$ cat config.mk
export PLATFORM = sky130hd
export DESIGN_NAME = sclkg_gen
export DESIGN_NICKNAME = d
export VERILOG_FILES = /design/src/rtl/sclkg_pkg.sv /design/src/rtl/sclkg_div_core.sv /design/src/rtl/sclkg_gate_ctl.sv /design/src/rtl/sclkg_gen.sv
export SDC_FILE = /design/constraint.sdc
export NUM_CORES = 1
export LEC_CHECK = 0
export BUFFER_PORTS_ARGS = -buffer_cell sky130_fd_sc_hd__buf_4
export CAP_MARGIN = 20
export CELL_PAD_IN_SITES_DETAIL_PLACEMENT = 1
export CELL_PAD_IN_SITES_GLOBAL_PLACEMENT = 2
export CORE_UTILIZATION = 32
export DETAILED_ROUTE_END_ITERATION = 12
export GPL_ROUTABILITY_DRIVEN = 1
export GPL_TIMING_DRIVEN = 1
export PLACE_DENSITY_LB_ADDON = 0.1
export SLEW_MARGIN = 20
export SYNTH_ARGS = -nofsm -noshare
export SYNTH_HDL_FRONTEND = slang
export SYNTH_SLANG_ARGS = --single-unit
$ cat constraint.sdc
create_clock -name clk -period 3.5 [get_ports clk]
set_input_delay 0.175 -clock clk [delete_from_list [all_inputs] [get_ports clk]]
set_output_delay 0.175 -clock clk [all_outputs]
set_load 0.1 [all_outputs]
$ cat src/rtl/sclkg_pkg.sv
package sclkg_pkg;

  // half-period length in reference cycles for a divider code
  function automatic int unsigned half_len(input int unsigned code);
    return 32'd1 << code;
  endfunction

  // cycle index inside the high half-period where the strobe fires
  function automatic int unsigned strobe_idx(input int unsigned code, input logic ph);
    return ph ? (half_len(code) >> 1) : (half_len(code) - 32'd1);
  endfunction

endpackage

$ cat src/rtl/sclkg_div_core.sv
module sclkg_div_core
  import sclkg_pkg::*;
#(
  parameter int DIV_W = 2,
  parameter int CNT_W = 3
) (
  input  logic             clk,
  input  logic             rst_n,
  input  logic             run,
  input  logic             halt,
  input  logic [DIV_W-1:0] code,
  input  logic             ph,
  output logic             sclk,
  output logic             stb,
  output logic             fall_now
);

  logic [CNT_W-1:0] cnt;
  logic             sclk_r;
  logic [CNT_W-1:0] lim;
  logic [CNT_W-1:0] sidx;
  logic             at_end;

  assign lim      = CNT_W'(half_len(32'(code)) - 32'd1);
  assign sidx     = CNT_W'(strobe_idx(32'(code), ph));
  assign at_end   = (cnt == lim);
  assign fall_now = run & sclk_r & at_end;
  assign stb      = run & sclk_r & (cnt == sidx);
  assign sclk     = sclk_r;

  always_ff @(posedge clk or negedge rst_n) begin
    if (!rst_n) begin
      cnt    <= '0;
      sclk_r <= 1'b0;
    end else if (!run || (halt && !sclk_r)) begin
      cnt    <= '0;
      sclk_r <= 1'b0;
    end else if (at_end) begin
      cnt    <= '0;
      sclk_r <= ~sclk_r;
    end else begin
      cnt    <= cnt + 1'b1;
    end
  end

  // checker counter: length of the current high pulse
  logic [CNT_W:0] hi_len;
  always_ff @(posedge clk or negedge rst_n) begin
    if (!rst_n)      hi_len <= '0;
    else if (sclk_r) hi_len <= hi_len + 1'b1;
    else             hi_len <= '0;
  end


  hi_pulse_len_chk: assert property (@(posedge clk) disable iff (!rst_n)
    $fell(sclk_r) |-> hi_len == (CNT_W+1)'(half_len(32'(code))));

endmodule

$ cat src/rtl/sclkg_gate_ctl.sv
module sclkg_gate_ctl #(
  parameter int DIV_W = 2
) (
  input  logic             clk,
  input  logic             rst_n,
  input  logic             en_run,
  input  logic             en_boot,
  input  logic [DIV_W-1:0] div_sel,
  input  logic             phase_sel,
  input  logic             sclk,
  input  logic             fall_now,
  output logic             running,
  output logic             halt,
  output logic [DIV_W-1:0] div_act,
  output logic             ph_act
);

  logic running_n;

  assign halt = ~(en_run | en_boot);

  always_comb begin
    if (running) running_n = !(halt && (!sclk || fall_now));
    else         running_n = !halt;
  end

  always_ff @(posedge clk or negedge rst_n) begin
    if (!rst_n) begin
      running <= 1'b0;
      div_act <= '0;
      ph_act  <= 1'b0;
    end else begin
      running <= running_n;
      if (!running) begin
        div_act <= div_sel;
        ph_act  <= phase_sel;
      end
    end
  end


  cfg_hold_chk: assert property (@(posedge clk) disable iff (!rst_n)
    (running && $past(running)) |-> ($stable(div_act) && $stable(ph_act)));


  restart_chk: assert property (@(posedge clk) disable iff (!rst_n)
    (!running && !halt) |=> running);


  stop_low_chk: assert property (@(posedge clk) disable iff (!rst_n)
    (running && halt && !sclk) |=> !running);

endmodule

$ cat src/rtl/sclkg_gen.sv
module sclkg_gen #(
  parameter int DIV_W = 2
) (
  input  logic             clk,
  input  logic             rst_n,
  input  logic             run_en,
  input  logic             boot_en,
  input  logic [DIV_W-1:0] div_sel,
  input  logic             phase_sel,
  input  logic             seq_busy,
  input  logic             bus_busy,
  output logic             sclk,
  output logic             samp_stb,
  output logic             clk_stopped,
  output logic             ser_idle,
  output logic             cfg_ok
);

  localparam int CNT_W = (2 ** DIV_W) - 1;

  logic             running;
  logic             halt;
  logic             fall_now;
  logic [DIV_W-1:0] div_act;
  logic             ph_act;

  sclkg_gate_ctl #(.DIV_W(DIV_W)) u_ctl (
    .clk       (clk),
    .rst_n     (rst_n),
    .en_run    (run_en),
    .en_boot   (boot_en),
    .div_sel   (div_sel),
    .phase_sel (phase_sel),
    .sclk      (sclk),
    .fall_now  (fall_now),
    .running   (running),
    .halt      (halt),
    .div_act   (div_act),
    .ph_act    (ph_act)
  );

  sclkg_div_core #(.DIV_W(DIV_W), .CNT_W(CNT_W)) u_core (
    .clk      (clk),
    .rst_n    (rst_n),
    .run      (running),
    .halt     (halt),
    .code     (div_act),
    .ph       (ph_act),
    .sclk     (sclk),
    .stb      (samp_stb),
    .fall_now (fall_now)
  );

  always_ff @(posedge clk or negedge rst_n) begin
    if (!rst_n) ser_idle <= 1'b0;
    else        ser_idle <= ~seq_busy;
  end

  assign clk_stopped = ~running;
  assign cfg_ok      = clk_stopped & ser_idle & ~bus_busy;


  sclk_gated_chk: assert property (@(posedge clk) disable iff (!rst_n)
    sclk |-> !clk_stopped);


  stb_high_chk: assert property (@(posedge clk) disable iff (!rst_n)
    samp_stb |-> sclk);

endmodule

## Word-level counts from Yosys, hierarchy flattened

Cells that the tools add are included.

- Register bits: 9
- Word-level logic and storage cells: 36

- Add/sub/neg operators: 2
- Equality and inequality tests: 2
- Shift operators: 1
- Multiplexer cells: 6
- Bitwise logic cells: 11
- Reductions and logical operators: 8

Operators with widths:

| cell | number |
|---|---|
| 3-bit 2-to-1 mux | 3 |
| 3-bit == test | 2 |
| 1-bit bitwise AND | 5 |
| 1-bit inverter | 5 |
| 1-bit by 2-bit << shifter with 4-bit output (first input constant) | 1 |
| 3-bit by 1-bit adder with 3-bit output (second input constant) | 1 |
| 1-bit zero test | 3 |
| 1-bit 2-to-1 mux | 3 |
| 3-bit by 1-bit subtractor with 3-bit output (second input constant) | 1 |
| 1-bit logical AND | 2 |
| 1-bit logical OR | 2 |
| 2-bit nonzero test | 1 |
| 1-bit bitwise OR | 1 |

## Longest topological paths before layout

Gate-level depths: netlist (run 1).

- Word-level depth: 8
- Gate-level depth with buffers: 5
- Gate-level depth less buffers: 4

## Hierarchy

A second synthesis (run 1) with hierarchy kept.

- Cell total of the unflattened synthesis: 49
- Area, all modules: 506.7 sq um

By module, submodules not included:

| module | times used | cells an instance | area each (sq um) | seq. area each (sq um) |
|---|---|---|---|---|
| sclkg_div_core | 1 | 35 | 312.8 | 100.1 |
| sclkg_gate_ctl | 1 | 10 | 148.9 | 100.1 |
| sclkg_gen | 1 | 4 | 45.0 | 25.0 |

## Least setup slack after synthesis (run 1)

Ideal clock, no wire load.

- Path type: register -> output
- From: register u_core.sclk_r, in the netlist u_core.sclk
- To: output port samp_stb
- Arrival: 5.846 ns
- Data required time: 3.325 ns
- Slack: -2.521 ns
- Cell stages (with the launch flop): 3
- Buffers on the path: 0
- Cells stage by stage: dfrtp_1 nand2_1 a2111oi_0

- Cells in the longest elaborated chain, start to end: 2

RTL lines:

| element | line | text |
|---|---|---|
| start: declaration | sclkg_div_core.sv:19 | `logic sclk_r;` |
| start signal: assignment | sclkg_div_core.sv:40 | `sclk_r <= ~sclk_r;` |
| 1-bit bitwise AND (2 in a row) | sclkg_div_core.sv:28 | `assign stb = run & sclk_r & (cnt == sidx);` |
| end: declaration | sclkg_gen.sv:13 | `output logic samp_stb,` |

No other way between the ends.

## Worst setup path in the final report (run 1)

- From: register u_ctl.div_act[0]
- To: output port samp_stb

- Cells in the longest elaborated chain, start to end: 5

RTL lines:

| element | line | text |
|---|---|---|
| start: declaration | sclkg_gate_ctl.sv:14 | `output logic [DIV_W-1:0] div_act,` |
| start signal: assignment | sclkg_gate_ctl.sv:35 | `div_act <= div_sel;` |
| 1-bit by 2-bit << shifter with 4-bit output (*) | sclkg_pkg.sv:5 | `return 32'd1 << code;` |
| 3-bit by 1-bit subtractor with 3-bit output | sclkg_pkg.sv:10 | `return ph ? (half_len(code) >> 1) : (half_len(code) - 32'd1);` |
| 3-bit 2-to-1 mux (*) | sclkg_pkg.sv:10 |  |
| 3-bit == test (*) | sclkg_div_core.sv:28 |  |
| 1-bit bitwise AND (*) | sclkg_div_core.sv:28 |  |

Every way passes the cells marked *; elsewhere a longest branch is shown, timed or not.

==> reports/metrics.cfg, run 1 <==
[clock_network]
cts_max_level = 1
cts_resized = 0
cts_tree = yes
clockRootBuffer = clkbuf_4
cts_setup_buffers = 0
path_clk_slew_ns = 0.06
clk_latency_ns = 0.25
cts_buffers = 3
cts_sinks = 9
clk_path_buf_depth = 2
cts_hold_buf = 1

[setup_path]
worst_setup_path_end_kind = output pin
crit_path_end = samp_stb
r2r_slack_ns = 1.99
cp_max_fo = 8
worstReg2RegEnd = u_core.sclk
worstSetupPathType = flip-flop to output pin
worstSetupStartpointType = flip-flop
r2r-start = u_ctl.div_act[1]
worstPathRequired_ns = 3.32
crit_start = u_ctl.div_act[0]
ff2ff_path_depth = 4
arrival_ns = 1.86

[floorplan]
design.core.area_um2 = 1380
die-area_um2 = 1730
die_width_um = 41.6
die_height_um = 41.6
num_io_pins = 14
placementRows = 13
start_util_pct = 36.4

[timing]
finClkSkew_ns = 0.00136
fin_crit_sh_pct = 58.1
slew_viol_final = 0
worst_pin_slew_ns = 0.464
rsz0062_at_grt = false
finalHoldViolations = 0
setup_tns_ns = 0
max_freq_ghz = 0.492
finalCriticalPeriod_ns = 2.03
hold_slack_ns = 0.0541
slew-limit-headroom_pct = 68.8
setup_viol = 0
setup_slack_ns = 1.47

[global_routing]
use_met2_pct = 26.9
use_met3_pct = 2.61
antenna_found_initial = 0
use_met1_pct = 16.3
grt_overflow = 0
grt_busiest_layer = met2
grt_use_total_pct = 14.3
grt_pass1_vias = 454
grt_max_degree = 10
grt_first_pass_wirelength_um = 1910

[final_layout]
post-route-util_pct = 47.1
final_common_cell = buf_4
syn_to_final_growth_pct = 29.4
drive_above_1_share_pct = 38.1
insertedDiodeCount = 0
stdcell_count = 78
final_area_um2 = 651
nNetsFinal = 74
final_cell_mix = buf_4, dfrtp_1, inv_1, nand2_1

[drt]
routed_via_density = 5.17
drt_iter0_markers = 2
drt-total-wl_um = 1090
drtAntennaViolNets = 0
dr.pass1.iters = 2
remaining_drc_errors = 0
dr_total_vias = 403
wl_per_cell_um = 14.0

[placement]
placed_area_um2 = 614
place_congestion = 0.686
placed_cells = 73
portBuffers = 13
preCtsSetupSlack_ns = 1.72
dpl.hpwl_um = 903

[power]
p_total_mw = 0.542
p_per_area_nw_per_um2 = 833
max-vdd-ir-drop_mv = 0.503
p_leak_nw = 0.299

[synth]
netlist_area_um2 = 503
synth_top_area_share_pct = 44.8
yosys_warnings = 0
ys_ff_latch = 9
avgSynthCellArea_um2 = 10.7
synthTopCellsByArea = dfrtp_1, mux2_2, o32ai_4
synth_nets = 57
yosysSeqAreaShare_pct = 44.8
yosys.area.top_type = dfrtp_1
yosys.cell_types.count = 25
synth_cells = 47

[outcome]
status = complete, no violations

[flow_run]
drv_cap = 0

[worst_hold_path]
hold_path_class = input pin to flip-flop

-- where the power goes --
| group | switching, mW | total [mW] | leakage, nW | internal [mW] |
|---|---|---|---|---|
| clock | 0.0358 | 0.0797 | 0.0150 | 0.0439 |
| sequential | 0.0626 | 0.200 | 0.109 | 0.138 |
| combinational | 0.157 | 0.262 | 0.175 | 0.105 |
-- per-layer routing --
metal  up-vias  share of wire, %
li1        199                 -
met1       197                42
met2         7                55
met3         0               2.8
met4         0                 0
met5         -                 0
-- state kept, by name, indices dropped and copies added, names as in the netlist --
signal,count
ser_idle,1
u_core.cnt,3
u_ctl.running,1
u_core.sclk,1
u_ctl.div_act,2
u_ctl.ph_act,1
-- cell usage after synthesis --
library cell	n
a2111oi_0	1
a211oi_1	1
a21oi_1	1
a21oi_2	1
and3_1	1
buf_4	1
clkbuf_1	1
dfrtp_1	9
ha_1	1
inv_1	4
mux2_2	3
mux2i_1	1
nand2_1	4
nand3_1	1
nand4b_1	1
nor2_1	3
nor2_2	1
nor3b_1	1
nor4_1	3
o31ai_1	2
o32ai_4	1
or3_1	1
or3_4	1
xnor2_1	2
xor2_1	1
-- kinds of logic after synthesis --
family | count (synthesis) | share of synthesized area [%]
buffers and inverters | 6 | 5.22
muxes | 4 | 8.71
DFF | 9 | 44.8
adders and majority gates | 1 | 2.49
AOI/OAI and AO/OA | 7 | 14.4
and+or+nand+nor | 17 | 19.2
xor gates and xnor gates | 3 | 5.22
-- worst min path at each step --
stage / startpoint / endpoint / depth (start not counted) / slack [ns]
finish: seq_busy / ser_idle / 2 / 0.05
global route: seq_busy / ser_idle / 2 / 0.06
CTS: seq_busy / ser_idle / 2 / 0.05
detailed placement: rst_n / ser_idle / 1 / 0.005
global placement: rst_n / ser_idle / 1 / 0.002
floorplan: rst_n / ser_idle / 0 / -0.12
-- worst max-delay path, cell delays in order, from the launching register on --
cell       delay, ns
dfrtp_1         0.51
xor2_1          0.17
and3_1          0.18
a211oi_1        0.06
a2111oi_2       0.35
buf_4           0.35
-- final cells by class --
class,count,area [um^2]
sequential,9,225
timing repair buffer,14,108
tap,15,18.8
multi-input combinational,32,258
fill,160,732
clock buffer,4,26.3
inverter,4,15.0
Power figures use the tool's default switching activity.
==> run 2, diff against run 1 <==
ABC_AREA = 1   (was unset)
CORE_UTILIZATION = 25   (was 32)
clock period = 1.9 ns   (was 3.5 ns; I/O delays follow)
==> run 2 against run 1 <==
Effect of this change: worst hold slack worse by 0.025 ns; clock power up 84%; area after synthesis shrank 5.2%; first-iteration DRC count rose by 50%; critical endpoint unchanged; largest cell class unchanged; largest power group unchanged.
==> reports/metrics.cfg, run 2 <==
[setup_path]
crit_path_end = samp_stb
arrival_ns = 1.52
crit_start = u_ctl.div_act[1]
worstSetupPathType = flip-flop to output pin
r2r_slack_ns = 0.78
worst-path-stages = 7
cpMostUsedCell = nand2_1
worst_setup_path_end_kind = output pin
worst-path-buf-inv = 1
worstReg2RegEnd = u_core.cnt[1]
cp_max_fo = 7
path_cells = nand2_1, nand2_1, nand2_2, nor2_1, nand3_1, nor2_4, buf_4
worstPathRequired_ns = 1.80
worstSetupStartpointType = flip-flop
ff2ff_path_depth = 7
r2r-start = u_ctl.div_act[1]
slowest_delay_ns = 0.46
cp_slowest_cell = dfrtp_1
cpLargestDelayFamily = simple AND/OR/NAND/NOR gates

[placement]
place_congestion = 0.740
dpl.hpwl_um = 918
placed_cells = 103
placed_area_um2 = 621
preCtsSetupSlack_ns = 0.539
portBuffers = 13

[drt]
dr_total_vias = 455
remaining_drc_errors = 0
drt_iter0_markers = 3
dr.pass1.iters = 2
wl_per_cell_um = 10.1
drt-total-wl_um = 1100
routed_via_density = 4.17
drtAntennaViolNets = 0

[final_layout]
stdcell_count = 109
reg.largest.list = u_core.cnt: 3 flops, u_ctl.div_act: 2 flops
insertedDiodeCount = 0
syn_to_final_growth_pct = 39.9
final_common_cell = nand2_1
fill_cells = 243
drive_above_1_share_pct = 28.6
top_register = u_core.cnt
final_cell_mix = nand2_1, buf_4, dfrtp_1
regArea_um2 = 225
nNetsFinal = 95
final_area_um2 = 667
multi_input_area_um2 = 233
largest_register_ffs = 3

[power]
p_int_mw = 0.480
clockPowerShare_pct = 15.5
pwr-share-seq_pct = 33.0
p_total_mw = 0.944
p_per_area_nw_per_um2 = 1410
max-vdd-ir-drop_mv = 0.685
comb_power_share_pct = 51.5
power.net_switching_mw = 0.463
switching_share_pct = 49.1
p_leak_nw = 0.352

[floorplan]
placementRows = 15
die-area_um2 = 2090
die_height_um = 45.7
die_width_um = 45.7
start_util_pct = 27.0
design.core.area_um2 = 1760
num_io_pins = 14

[synth]
synth_nets = 75
synth_common_cells = nand2_1, dfrtp_1, inv_1, nor2_1, nand3_1
synth_top_area_share_pct = 47.2
synthTopCellsByArea = dfrtp_1, nand2_1, inv_1
synth-edff-count = 0
yosys.cell_types.count = 12
ys_ff_latch = 9
synth-async-reset-ratio_pct = 100
ys.flop_type = dfrtp_1
avgSynthCellArea_um2 = 7.33
synth_cells = 65
yosys_warnings = 0
netlist_area_um2 = 477
yosys.area.top_type = dfrtp_1
yosysMostFrequentCell = nand2_1
yosysSeqAreaShare_pct = 47.2

[timing]
setup_slack_ns = 0.290
finalHoldViolations = 0
slew-limit-headroom_pct = 81.9
rsz0062_at_grt = false
max_freq_ghz = 0.621
fin_crit_sh_pct = 84.8
setup_tns_ns = 0
finClkSkew_ns = 0.00249
slew_viol_final = 0
setup_viol = 0
finalCriticalPeriod_ns = 1.61
worst_pin_slew_ns = 0.269

[global_routing]
grt_overflow = 0
grt_pass1_vias = 465
grt_max_degree = 10
grt_first_pass_wirelength_um = 1950
grt_use_total_pct = 13.7
antenna_found_initial = 0

[clock_network]
clk_latency_ns = 0.25
cts_sinks = 9
cts_resized = 0
clockRootBuffer = clkbuf_4
cts_tree = yes
clk_path_buf_depth = 2
cts_hold_buf = 2
cts_buffers = 3
cts_max_level = 1
path_clk_slew_ns = 0.06
cts_setup_buffers = 0

[flow_run]
drv_cap = 0

[outcome]
status = complete, no violations

[worst_hold_path]
hold_path_class = input pin to flip-flop

run 2: cell types whose count changed after synthesis, moves of 2 or more:
| cell | change |
|---|---|
| nand2_2 | +4 |
| inv_1 | +4 |
| o31ai_1 | -2 |
| nand2_1 | +19 |
| nand3_1 | +4 |
| nor2_1 | +5 |
| mux2_2 | -3 |
| o21ai_0 | +3 |
| nor4_1 | -3 |
run 2: cells by family (layout without fill, tap and decap cells):
group	after synthesis	count (layout)	synth area share (%)
adder cells (fa/ha/maj)	1	1	2.62
AO/OA/AOI/OAI	3	3	3.15
flip-flops	9	9	47.2
buffers and inverters	9	28	7.09
AND/OR/NAND/NOR	41	41	36.2
XOR/XNOR	2	2	3.68
run 2: worst reg2reg max path, cell delays in order, from the launching register on:
cell and delay [ns]:
dfrtp_1 0.46, nand2_1 0.09, nand2_1 0.07, nand2_2 0.06, nor2_2 0.12, nand2_2 0.08
nand2_2 0.08, nor2_1 0.05
run 2: layout make-up:
class | count | share of cell area (%)
Clock buffer | 4 | 3.94
Multi-Input combinational cell | 47 | 34.9
Inverter | 9 | 5.07
Sequential cell | 9 | 33.8
Timing Repair Buffer | 15 | 17.6
Tap cell | 25 | 4.69
run 2: power by group through the flow:
stage / logic [mW] / clock network, mW / registers (mW)
after global routing: 0.543 / 0.157 / 0.321
after floorplan: 0.331 / 0 / 0.362
after CTS: 0.497 / 0.151 / 0.313
final: 0.486 / 0.147 / 0.311
after detailed placement: 0.492 / 0 / 0.316
after global placement: 0.483 / 0 / 0.318
run 2: worst min path at each step:
stage                start             to  slack, ns  cells after the start
floorplan            rst_n       ser_idle      -0.20                      0
global placement     rst_n       ser_idle      -0.07                      1
detailed placement   rst_n       ser_idle      -0.07                      1
CTS                 run_en  u_ctl.running       0.03                      3
global route        run_en  u_ctl.running       0.05                      3
finish              run_en  u_ctl.running       0.03                      3
run 2: through the flow:
stage / utilization [%] / hold slack (ns)
floorplan: - / -0.201
global placement: 35.2 / -0.0724
detailed placement: 35.2 / -0.0731
CTS: 37.8 / 0.0256
global route: 37.8 / 0.0453
finish: 37.8 / 0.0292
run 2: metal layers:
metal / GRT usage (%) / vias up / part of all wire [%]
met5: 0 / - / 0
met4: 3.64 / 0 / 0
met3: 3.57 / 0 / 2.8
met2: 24.6 / 7 / 54
met1: 15.8 / 213 / 43
li1: - / 235 / -
